File: src/rtl/vrr_pkg.sv
package vrr_pkg;

   // Vertical phase of the raster; the order is the scan order.
   typedef enum logic [1:0] {
      VP_FRONT  = 2'd0,
      VP_SYNC   = 2'd1,
      VP_BACK   = 2'd2,
      VP_ACTIVE = 2'd3
   } vphase_e;

   // Single-bit output flags carried together through the output stage.
   typedef struct packed {
      logic de;
      logic hs;
      logic vs;
      logic fs;
      logic rpt;
   } vflags_t;

   localparam vflags_t VFLAGS_IDLE = '{de: 1'b0, hs: 1'b0, vs: 1'b0, fs: 1'b0, rpt: 1'b0};

endpackage

File: src/rtl/vrr_line_timer.sv
module vrr_line_timer #(
   parameter int CW = 12
) (
   input  logic          clk,
   input  logic          rst,
   input  logic [CW-1:0] h_active,
   input  logic [CW-1:0] h_fp,
   input  logic [CW-1:0] h_sync,
   input  logic [CW-1:0] h_bp,
   output logic [CW-1:0] hpos,
   output logic          line_end,
   output logic          in_act,
   output logic          in_sync
);

   // Sums of four CW-bit fields fit in CW+2 bits.
   localparam int SW = CW + 2;

   logic [SW-1:0] hcnt;
   logic [SW-1:0] tot_m1;
   logic [SW-1:0] sync_lo;
   logic [SW-1:0] sync_hi;

   always_comb begin
      sync_lo = SW'(h_active) + SW'(h_fp);
      sync_hi = sync_lo + SW'(h_sync);
      tot_m1  = sync_hi + SW'(h_bp) - SW'(1);
   end

   assign line_end = (hcnt == tot_m1);
   assign in_act   = (hcnt < SW'(h_active));
   assign in_sync  = (hcnt >= sync_lo) && (hcnt < sync_hi);
   assign hpos     = hcnt[CW-1:0];

   always_ff @(posedge clk) begin
      if (rst)           hcnt <= '0;
      else if (line_end) hcnt <= '0;
      else               hcnt <= hcnt + SW'(1);
   end

   // a line boundary always returns the column to zero.
   a_r1_line_wrap: assert property (@(posedge clk) disable iff (rst)
      line_end |=> (hpos == '0) && in_act);

endmodule

File: src/rtl/vrr_frame_seq.sv
module vrr_frame_seq
   import vrr_pkg::*;
#(
   parameter int CW = 12
) (
   input  logic          clk,
   input  logic          rst,
   input  logic          line_end,
   input  logic          frame_ready,
   input  logic [CW-1:0] v_active,
   input  logic [CW-1:0] v_fp,
   input  logic [CW-1:0] v_sync,
   input  logic [CW-1:0] vbp_min,
   input  logic [CW-1:0] vbp_max,
   output vphase_e       phase,
   output logic [CW-1:0] lcnt,
   output logic [CW-1:0] bp_last,
   output logic          rpt
);

   localparam int NW = CW + 1;

   logic [NW-1:0] n_next;
   logic          ph_done;
   logic          bp_take;
   logic          bp_force;

   assign n_next = NW'(lcnt) + NW'(1);

   always_comb begin
      unique case (phase)
         VP_FRONT:  ph_done = (n_next >= NW'(v_fp));
         VP_SYNC:   ph_done = (n_next >= NW'(v_sync));
         VP_ACTIVE: ph_done = (n_next >= NW'(v_active));
         default:   ph_done = 1'b0;
      endcase
   end

   // Back porch exit: a ready frame once the minimum is met, or the cap.
   assign bp_take  = (n_next >= NW'(vbp_min)) && frame_ready;
   assign bp_force = (n_next >= NW'(vbp_max));

   always_ff @(posedge clk) begin
      if (rst) begin
         phase   <= VP_FRONT;
         lcnt    <= '0;
         bp_last <= '0;
         rpt     <= 1'b0;
      end else if (line_end) begin
         unique case (phase)
            VP_FRONT: begin
               if (ph_done) begin
                  phase <= VP_SYNC;
                  lcnt  <= '0;
               end else begin
                  lcnt  <= n_next[CW-1:0];
               end
            end
            VP_SYNC: begin
               if (ph_done) begin
                  phase <= VP_BACK;
                  lcnt  <= '0;
               end else begin
                  lcnt  <= n_next[CW-1:0];
               end
            end
            VP_BACK: begin
               if (bp_take || bp_force) begin
                  phase   <= VP_ACTIVE;
                  lcnt    <= '0;
                  bp_last <= n_next[CW-1:0];
                  rpt     <= !bp_take;
               end else begin
                  lcnt    <= n_next[CW-1:0];
               end
            end
            default: begin
               rpt <= 1'b0;
               if (ph_done) begin
                  phase <= VP_FRONT;
                  lcnt  <= '0;
               end else begin
                  lcnt  <= n_next[CW-1:0];
               end
            end
         endcase
      end
   end

   // the back porch never runs past its configured cap.
   a_r5_bp_cap: assert property (@(posedge clk) disable iff (rst)
      (phase == VP_BACK) |-> (NW'(lcnt) < NW'(vbp_max)));

   // a back porch line that ends without readiness or cap keeps porching.
   a_r3_hold_porch: assert property (@(posedge clk) disable iff (rst)
      (phase == VP_BACK && line_end && !frame_ready && (n_next < NW'(vbp_max)))
      |=> (phase == VP_BACK));

endmodule

File: src/rtl/vrr_sync_out.sv
module vrr_sync_out
   import vrr_pkg::*;
#(
   parameter int CW      = 12,
   parameter bit OUT_REG = 1'b1
) (
   input  logic          clk,
   input  logic          rst,
   input  logic          hs_pol,
   input  logic          vs_pol,
   input  vphase_e       phase,
   input  logic [CW-1:0] hpos,
   input  logic [CW-1:0] lcnt,
   input  logic          in_act,
   input  logic          in_sync,
   input  logic          rpt,
   input  logic [CW-1:0] bp_last,
   output logic          hsync,
   output logic          vsync,
   output logic          de,
   output logic [CW-1:0] px_x,
   output logic [CW-1:0] px_y,
   output logic          frame_start,
   output logic          repeat_frame,
   output logic [CW-1:0] bp_lines
);

   vflags_t       nf;
   logic [CW-1:0] nx;
   logic [CW-1:0] ny;

   always_comb begin
      nf.de  = (phase == VP_ACTIVE) && in_act;
      nf.hs  = hs_pol ? in_sync : !in_sync;
      nf.vs  = vs_pol ? (phase == VP_SYNC) : (phase != VP_SYNC);
      nf.fs  = nf.de && (hpos == '0) && (lcnt == '0);
      nf.rpt = rpt && (phase == VP_ACTIVE);
      nx     = nf.de ? hpos : '0;
      ny     = nf.de ? lcnt : '0;
   end

   generate
      if (OUT_REG) begin : g_reg
         vflags_t       qf;
         logic [CW-1:0] qx;
         logic [CW-1:0] qy;
         logic [CW-1:0] qb;
         always_ff @(posedge clk) begin
            if (rst) begin
               qf    <= VFLAGS_IDLE;
               qf.hs <= !hs_pol;
               qf.vs <= !vs_pol;
               qx    <= '0;
               qy    <= '0;
               qb    <= '0;
            end else begin
               qf <= nf;
               qx <= nx;
               qy <= ny;
               qb <= bp_last;
            end
         end
         assign de           = qf.de;
         assign hsync        = qf.hs;
         assign vsync        = qf.vs;
         assign frame_start  = qf.fs;
         assign repeat_frame = qf.rpt;
         assign px_x         = qx;
         assign px_y         = qy;
         assign bp_lines     = qb;
      end else begin : g_comb
         assign de           = nf.de;
         assign hsync        = nf.hs;
         assign vsync        = nf.vs;
         assign frame_start  = nf.fs;
         assign repeat_frame = nf.rpt;
         assign px_x         = nx;
         assign px_y         = ny;
         assign bp_lines     = bp_last;
      end
   endgenerate

endmodule

File: src/rtl/vrr_raster_gen.sv
module vrr_raster_gen
   import vrr_pkg::*;
#(
   parameter int CW      = 12,
   parameter bit OUT_REG = 1'b1
) (
   input  logic          clk,
   input  logic          rst,
   input  logic [CW-1:0] cfg_h_active,
   input  logic [CW-1:0] cfg_h_fp,
   input  logic [CW-1:0] cfg_h_sync,
   input  logic [CW-1:0] cfg_h_bp,
   input  logic [CW-1:0] cfg_v_active,
   input  logic [CW-1:0] cfg_v_fp,
   input  logic [CW-1:0] cfg_v_sync,
   input  logic [CW-1:0] cfg_vbp_min,
   input  logic [CW-1:0] cfg_vbp_max,
   input  logic          cfg_hs_pol,
   input  logic          cfg_vs_pol,
   input  logic          frame_ready,
   output logic          hsync,
   output logic          vsync,
   output logic          de,
   output logic [CW-1:0] px_x,
   output logic [CW-1:0] px_y,
   output logic          frame_start,
   output logic          repeat_frame,
   output logic [CW-1:0] bp_lines
);

   if (CW < 2 || CW > 24) begin : g_bad_cw
      $error("vrr_raster_gen: CW must lie in 2..24");
   end

   logic [CW-1:0] hpos;
   logic          line_end;
   logic          in_act;
   logic          in_sync;
   vphase_e       phase;
   logic [CW-1:0] lcnt;
   logic [CW-1:0] bp_last;
   logic          rpt;

   vrr_line_timer #(.CW(CW)) u_line (
      .clk      (clk),
      .rst      (rst),
      .h_active (cfg_h_active),
      .h_fp     (cfg_h_fp),
      .h_sync   (cfg_h_sync),
      .h_bp     (cfg_h_bp),
      .hpos     (hpos),
      .line_end (line_end),
      .in_act   (in_act),
      .in_sync  (in_sync)
   );

   vrr_frame_seq #(.CW(CW)) u_seq (
      .clk         (clk),
      .rst         (rst),
      .line_end    (line_end),
      .frame_ready (frame_ready),
      .v_active    (cfg_v_active),
      .v_fp        (cfg_v_fp),
      .v_sync      (cfg_v_sync),
      .vbp_min     (cfg_vbp_min),
      .vbp_max     (cfg_vbp_max),
      .phase       (phase),
      .lcnt        (lcnt),
      .bp_last     (bp_last),
      .rpt         (rpt)
   );

   vrr_sync_out #(.CW(CW), .OUT_REG(OUT_REG)) u_out (
      .clk          (clk),
      .rst          (rst),
      .hs_pol       (cfg_hs_pol),
      .vs_pol       (cfg_vs_pol),
      .phase        (phase),
      .hpos         (hpos),
      .lcnt         (lcnt),
      .in_act       (in_act),
      .in_sync      (in_sync),
      .rpt          (rpt),
      .bp_last      (bp_last),
      .hsync        (hsync),
      .vsync        (vsync),
      .de           (de),
      .px_x         (px_x),
      .px_y         (px_y),
      .frame_start  (frame_start),
      .repeat_frame (repeat_frame),
      .bp_lines     (bp_lines)
   );

   // the frame marker lands on the raster origin with data-enable high.
   a_r7_fs_origin: assert property (@(posedge clk) disable iff (rst)
      frame_start |-> (de && px_x == '0 && px_y == '0));

   // a forced refresh always reports the capped porch length.
   a_r5_rpt_at_cap: assert property (@(posedge clk) disable iff (rst)
      repeat_frame |-> (bp_lines == cfg_vbp_max));

   // vertical sync moves only while horizontal sync is inactive.
   a_r2_vs_line_aligned: assert property (@(posedge clk) disable iff (rst)
      (vsync != $past(vsync)) |-> (hsync == !cfg_hs_pol));

   // coordinates stay inside the active window whenever data is enabled.
   a_r8_coord_bounds: assert property (@(posedge clk) disable iff (rst)
      de |-> ((px_x < cfg_h_active) && (px_y < cfg_v_active)));

endmodule

File: config.mk
export PLATFORM = sky130hd
export DESIGN_NAME = vrr_raster_gen
export DESIGN_NICKNAME = d
export VERILOG_FILES = /design/src/rtl/vrr_pkg.sv /design/src/rtl/vrr_line_timer.sv /design/src/rtl/vrr_frame_seq.sv /design/src/rtl/vrr_sync_out.sv /design/src/rtl/vrr_raster_gen.sv
export SDC_FILE = /design/constraint.sdc
export NUM_CORES = 1
export LEC_CHECK = 0
export BUFFER_PORTS_ARGS = -buffer_cell sky130_fd_sc_hd__buf_4
export CAP_MARGIN = 20
export CORE_MARGIN = 5
export CORE_UTILIZATION = 40
export CTS_BUF_LIST = sky130_fd_sc_hd__clkbuf_2
export CTS_CLUSTER_DIAMETER = 200
export DETAILED_ROUTE_END_ITERATION = 12
export HOLD_SLACK_MARGIN = 0.15
export PLACE_DENSITY = 0.64
export SLEW_MARGIN = 20
export SYNTH_ARGS = -nofsm -noshare
export SYNTH_HDL_FRONTEND = slang
export SYNTH_SLANG_ARGS = --single-unit
File: constraint.sdc
create_clock -name clk -period 11.11 [get_ports clk]
set_input_delay 2.222 -clock clk [delete_from_list [all_inputs] [get_ports clk]]
set_output_delay 2.222 -clock clk [all_outputs]
set_load 0.05 [all_outputs]
==> metrics.txt, run 1 <==
worst slack, placed=around 2.5 ns; area delta synth->final=19.7%; final period utilization=a little over 70%; Max-slew headroom=about 31%; most common cell after layout, fill and taps aside=buf_4; FF-to-FF path depth=14; r2r setup slk=roughly 5.9 ns; initial antenna violation count=1; Hold-fix buffers, CTS=0; row count=50; WP data required=~12 ns; first-pass GRT wire length=roughly 31 mm; ranking of synthesized cells by area=ha_1 24%, dfxtp_1 21%, inv_1 6.5%; DRC violations left=0; CTS HTree Levels=3; post-synth net total=around 1200; wire length per cell=~15 um; distinct cell type count after synthesis=73; largest net degree at the start of global routing=51; Max Slew Vio Count=0; Clk Latency, worst-skew pair=between 0.5 and 0.6 ns; pwr dens=roughly 130 mW/mm^2; hold crit path type=reg -> reg; Setup violations, final=0; crit path capture type=register; Post-CTS Setup Bufs=0; Avg Cell Area, Syn=8.39 um^2; dominant synthesized flop cell=dfxtp_1; final net count=1326; RSZ-0062 raised after global routing=no; design area=0.00925 mm^2; Clock Root Buffer=clkbuf_2; layout cells sized above 1=between 15 and 20%; RR Startpoint=u_seq.lcnt[0]; sequential area share after synthesis=approximately a fifth; Detailed Place HPWL=approximately 16 mm; asr flop ratio synth=0%; clk buf depth=2; Starting DRT DRC Count=~300; Fin. Hold Viols=0; Max IR drop VDD=roughly 0.08 mV; Resized cells post-CTS=0; Initial Util=roughly two fifths; CP Data Arrival Time=8.52 ns; delay of the slowest cell on the worst path=a little under 0.9 ns; Core ar.=between 0.015 and 0.02 mm^2; Via density=around 5.1; Die Height=about 150 um; hold path cells=1; post-route antenna net violation count=0; # IOs=~150; Crit-path slowest cell=nor4b_4; WP buf/inv=2; TritonCTS Buffers=9; CP Cell Sequence=buf_4 -> ha_1 -> a21o_1 -> a21oi_1 -> o21bai_1 -> a21oi_1 -> o21bai_1 -> a21oi_1 -> xnor2_1 -> ha_1 -> or3_1 -> nor3_1 -> nor2_1 -> xnor2_1 -> ha_1 -> inv_1 -> ha_1 -> a21oi_1 -> o2111ai_1 -> or4_1 -> and4bb_1 -> o2111ai_2 -> nor4b_4 -> mux2_2; Post-synth EDFFs=0; crit-path max FO=13; setup ws final=approximately 3 ns; CTS clk-pin slew, worst paths=about 0.25 ns; dominant cell type by area after synthesis=ha_1; vias in the first global route=~6500; commonest cells after routing, fill and taps aside=154 x buf_4, 147 x ha_1, 134 x inv_1; routability cong.=between 0.8 and 0.9; Max Cap Violations=0; hold path startpoint=u_seq.bp_last[1]; utilization after layout=between 40 and 50%; leak pwr=~4.7 nW; Total Routing Usage GR=17.0%; Placed Cells=roughly 1300; Die W=149 um; fin crit period=a little over 8 ns; RR Endpoint=u_seq.lcnt[7]; WS Path Type=in -> reg; setup_tns=0 ns; Placement Cell Area=between 0.009 and 0.01 mm^2; Finished Layout Cells=around 1300; area of the mapped netlist=~0.0077 mm^2; PortBufs=about 150; startpoint types=input port; Tightest Pin Transition=approximately 1 ns; Yosys top cell area share=between 20% and 30%; Clock Skew=0.0304 ns; router iterations before antenna repair=5; routed vias=6776; cell count after synthesis=roughly 920; YS warnings=0; Clock Sinks=82; Post-Route WL=~19 mm; Seq cells post-synth=between 80 and 90; critical path's top delay family=simple AND/OR/NAND/NOR gates; CTS tree=done; status=finished, final reports clean; Die ar.=between 0.02 and 0.025 mm^2; Congestion Overflow GR=0; Hold Path Sink=u_out.bp_lines[1]; f_max=0.124 GHz
[cell families (layout without fill, tap and decap cells)]
| kind of cell | count (synthesis) | after routing | synth area share (%) |
|---|---|---|---|
| AOI/OAI and AO/OA | 200 | 200 | 18.3 |
| buffers and inverters | 157 | 304 | 7.89 |
| DFF | 82 | 82 | 21.2 |
| muxes | 17 | 17 | 2.25 |
| and+or+nand+nor | 244 | 244 | 17.3 |
| adders and majority gates | 151 | 151 | 24.7 |
| other | 0 | 1 | 0 |
| xor gates and xnor gates | 70 | 70 | 8.31 |
[synth_stat cells, types with 4 or more instances]
| library cell | number |
|---|---|
| xor2_1 | 25 |
| nor2_1 | 51 |
| dfxtp_1 | 82 |
| buf_2 | 10 |
| and2_1 | 28 |
| o2111ai_1 | 5 |
| mux2i_1 | 14 |
| or3_1 | 13 |
| clkbuf_1 | 12 |
| nor4b_1 | 4 |
| a31oi_1 | 9 |
| nor3_1 | 11 |
| a21o_1 | 40 |
| nand2b_1 | 19 |
| nor4_1 | 9 |
| nand4_1 | 14 |
| o21a_1 | 9 |
| a2111oi_0 | 4 |
| xnor2_1 | 43 |
| nand2_1 | 28 |
| ha_1 | 147 |
| o31ai_1 | 4 |
| a211oi_1 | 9 |
| or4_1 | 5 |
| nand3_1 | 27 |
| o32ai_1 | 6 |
| inv_1 | 134 |
| and3_1 | 5 |
| a211o_1 | 6 |
| nor2b_1 | 17 |
| o21bai_1 | 6 |
| o21ai_0 | 29 |
| a21oi_1 | 45 |
[where the power goes]
group          switching, mW  total (mW)  internal, mW
registers            0.00302       0.299         0.296
clock network          0.110       0.164        0.0537
logic                  0.398       0.717         0.319
[area by class of cell]
type | count | area, um^2
sequential | 82 | 1640
clock buffer | 9 | 45.0
tap | 260 | 325
clock inverter | 7 | 76.3
antenna | 1 | 2.50
multi-input combinational | 682 | 5500
fill | 1909 | 9650
inverter | 134 | 503
timing repair buffer | 154 | 1160
[flip-flops by register name, summed over array words and instances (netlist names)]
register,cells
u_out.px_y,12
u_out.hsync,1
u_out.bp_lines,12
u_out.px_x,12
u_seq.bp_last,12
u_out.frame_start,1
u_out.vsync,1
u_seq.phase,2
u_seq.rpt,1
u_out.de,1
u_seq.lcnt,12
u_out.repeat_frame,1
u_line.hcnt,14
[metrics by stage]
stage | total power, mW | hold WS (ns)
floorplan | 0.863 | 0.434
global placement | 1.00 | 0.461
detailed placement | 1.01 | 0.455
CTS | 1.18 | 0.463
global route | 1.29 | 0.471
finish | 1.18 | 0.450
[metal layers]
layer | share of wire, % | wire [um] | global-route usage, % | vias to the layer above
li1 | - | - | - | 3514
met1 | 49 | 9400 | 24.2 | 3067
met2 | 45 | 8660 | 27.6 | 182
met3 | 5.3 | 1030 | 2.49 | 13
met4 | 0.94 | 182 | 3.30 | 0
met5 | 0 | 0 | 0 | -
[how the worst max path moves through the flow]
stage                          startpoint          endpoint  slack (ns)  cells past startpoint
after floorplan           cfg_h_active[1]  u_seq.bp_last[3]        3.69                     26
after global placement    cfg_h_active[1]  u_seq.bp_last[0]        2.63                     25
after detailed placement  cfg_h_active[1]  u_seq.bp_last[0]        2.47                     24
after CTS                 cfg_h_active[1]  u_seq.bp_last[0]        3.09                     24
after global routing      cfg_h_active[1]  u_seq.bp_last[6]        2.60                     28
final                     cfg_h_active[1]  u_seq.bp_last[0]        3.07                     24
(Power assumes the default switching activity.)
==> run 2, diff against run 1 <==
Settings changed: PLACE_DENSITY 0.64 to 0.66.
Clock period 11.11 ns to 6.8 ns, I/O delays scaled along.
==> metrics.txt, run 2 (same netlist as run 1, synthesis figures left out) <==
Finished Layout Cells=1377 (+3.6%); crit path capture type=register; # IOs=154 (unchanged); setup_tns=0 ns (unchanged); Hold-fix buffers, CTS=0 (unchanged); TritonCTS Buffers=9 (unchanged); Comb power frac=64.0% (+3.2 points); Placement Cell Area=0.00950 mm^2 (+4.3%); worst hold slack=0.482 ns (+0.0322 ns); routed vias=6894 (+1.7%); RSZ-0062 raised after global routing=no; pwr dens=222 mW/mm^2 (+74%); largest net degree at the start of global routing=51 (unchanged); Die W=149 um (unchanged); Post-Route WL=19.5 mm (+0.98%); clk buf depth=2 (unchanged); startpoint types=input port; final net count=1375 (+3.7%); most common cell after layout, fill and taps aside=buf_4; worst slack, placed=-0.126 ns (-2.60 ns); leak pwr=5.00 nW (+5.3%); Total Routing Usage GR=17.5% (+0.51 points); Clock Root Buffer=clkbuf_2; Die ar.=0.0222 mm^2 (unchanged); commonest cells after routing, fill and taps aside=201 x buf_4, 147 x ha_1, 134 x inv_1; register area=0.00164 mm^2 (unchanged); Biggest register=u_line.hcnt; P_sw=0.880 mW (+72%); Multi-input gate area=0.00549 mm^2 (-0.11%); clock network power share=13.2% (-0.7 points); Tightest Pin Transition=0.891 ns (-0.135 ns); Starting DRT DRC Count=279 (-7.9%); Fin. Hold Viols=0 (unchanged); WS Path Type=in -> reg; CTS clk-pin slew, worst paths=0.23 ns (-0.02 ns); Clk Latency, worst-skew pair=0.57 ns (+0.03 ns); max reg flops=14 (unchanged); final period utilization=a little over nine tenths; PortBufs=153 (unchanged); Die Height=149 um (unchanged); routability cong.=0.888 (+4.4%); WP data required=7.27 ns (-4.31 ns); Worst setup startpoint=cfg_h_active[1]; setup ws final=0.410 ns (-2.66 ns); Via density=5.01 (-1.8%); Initial Util=40.9% (unchanged); design area=0.00964 mm^2 (+4.2%); Core ar.=0.0189 mm^2 (unchanged); CTS HTree Levels=3 (unchanged); Detailed Place HPWL=16.4 mm (+1.8%); CP Data Arrival Time=6.86 ns (-1.66 ns); RR Startpoint=u_seq.lcnt[0]; post-route antenna net violation count=0 (unchanged); initial antenna violation count=0 (-1); Placed Cells=1361 (+3.7%); first-pass GRT wire length=32.4 mm (+2.8%); status=finished, final reports clean; Design Power=2.14 mW (+81%); hold crit path type=reg -> reg; DRC violations left=0 (unchanged); # fillers=1860 (-2.6%); f_max=around 0.16 GHz; vias in the first global route=6646 (+2.3%); Max Cap Violations=0 (unchanged); utilization after layout=51.0% (+2.1 points); hold path startpoint=u_seq.bp_last[2]; Resized cells post-CTS=0 (unchanged); Reg power frac=22.9% (-2.5 points); CTS tree=done; fin crit period=between 6 and 7 ns; Max Slew Vio Count=0 (unchanged); layout cells sized above 1=21.4% (+3.6 points); Congestion Overflow GR=0 (unchanged); Max IR drop VDD=0.148 mV (+85%); row count=50 (unchanged); delay of the slowest cell on the worst path=0.59 ns (-0.30 ns); Clock Skew=0.0317 ns (+0.00131 ns); Net Sw Frac=41.1% (-2.1 points); Pint=1.26 mW (+88%); Crit-path slowest cell=or4_1; Setup violations, final=0 (unchanged); router iterations before antenna repair=4 (-1); area delta synth->final=24.7%; Post-CTS Setup Bufs=0 (unchanged); wire length per cell=14.1 um (-2.5%); crit-path max FO=13 (unchanged); Max-slew headroom=40.2% (+8.9 points); n_diodes=0 (-1); Clock Sinks=82 (unchanged)
-- run 2: final timing paths --
kind,endpoint,slack [ns],depth (start not counted)
setup reg to reg,u_seq.lcnt[5],1.80,15
hold / removal,u_out.bp_lines[2],0.48,1
hold reg to reg,u_out.bp_lines[2],0.48,1
setup / recovery,u_seq.bp_last[0],0.41,26
-- run 2: routing by layer --
| metal | global-route usage (%) | vias up | routed length [um] |
|---|---|---|---|
| met5 | 0 | - | 0 |
| met4 | 2.29 | 0 | 111 |
| met3 | 2.86 | 13 | 900 |
| met2 | 28.6 | 151 | 8810 |
| met1 | 25.1 | 3117 | 9650 |
| li1 | - | 3613 | - |
-- run 2: cell type report --
type / count / area share, %
multi-input cells: 682 / 57.0
flip-flops and latches: 82 / 17.0
repair buffers: 203 / 16.1
inverters: 134 / 5.22
well taps: 260 / 3.38
clock inverters: 7 / 0.870
clock buffers: 9 / 0.467
-- run 2: power groups by stage --
stage	Combinational, mW	Clock (mW)	Sequential [mW]
2_1_floorplan	0.912	0	0.498
3_3_place_gp	1.35	0	0.498
3_5_place_dp	1.36	0	0.498
4_1_cts	1.37	0.289	0.489
5_1_grt	1.53	0.317	0.491
6_report	1.37	0.282	0.489
-- run 2: worst max-delay path, delay by kind of cell --
family | cells | cell delay, ns
multiplexers | 1 | 0.33
adder cells (fa/ha/maj) | 4 | 0.97
buffers and inverters | 4 | 0.49
XOR/XNOR | 2 | 0.32
AO/OA/AOI/OAI | 10 | 1.70
AND/OR/NAND/NOR | 5 | 1.69
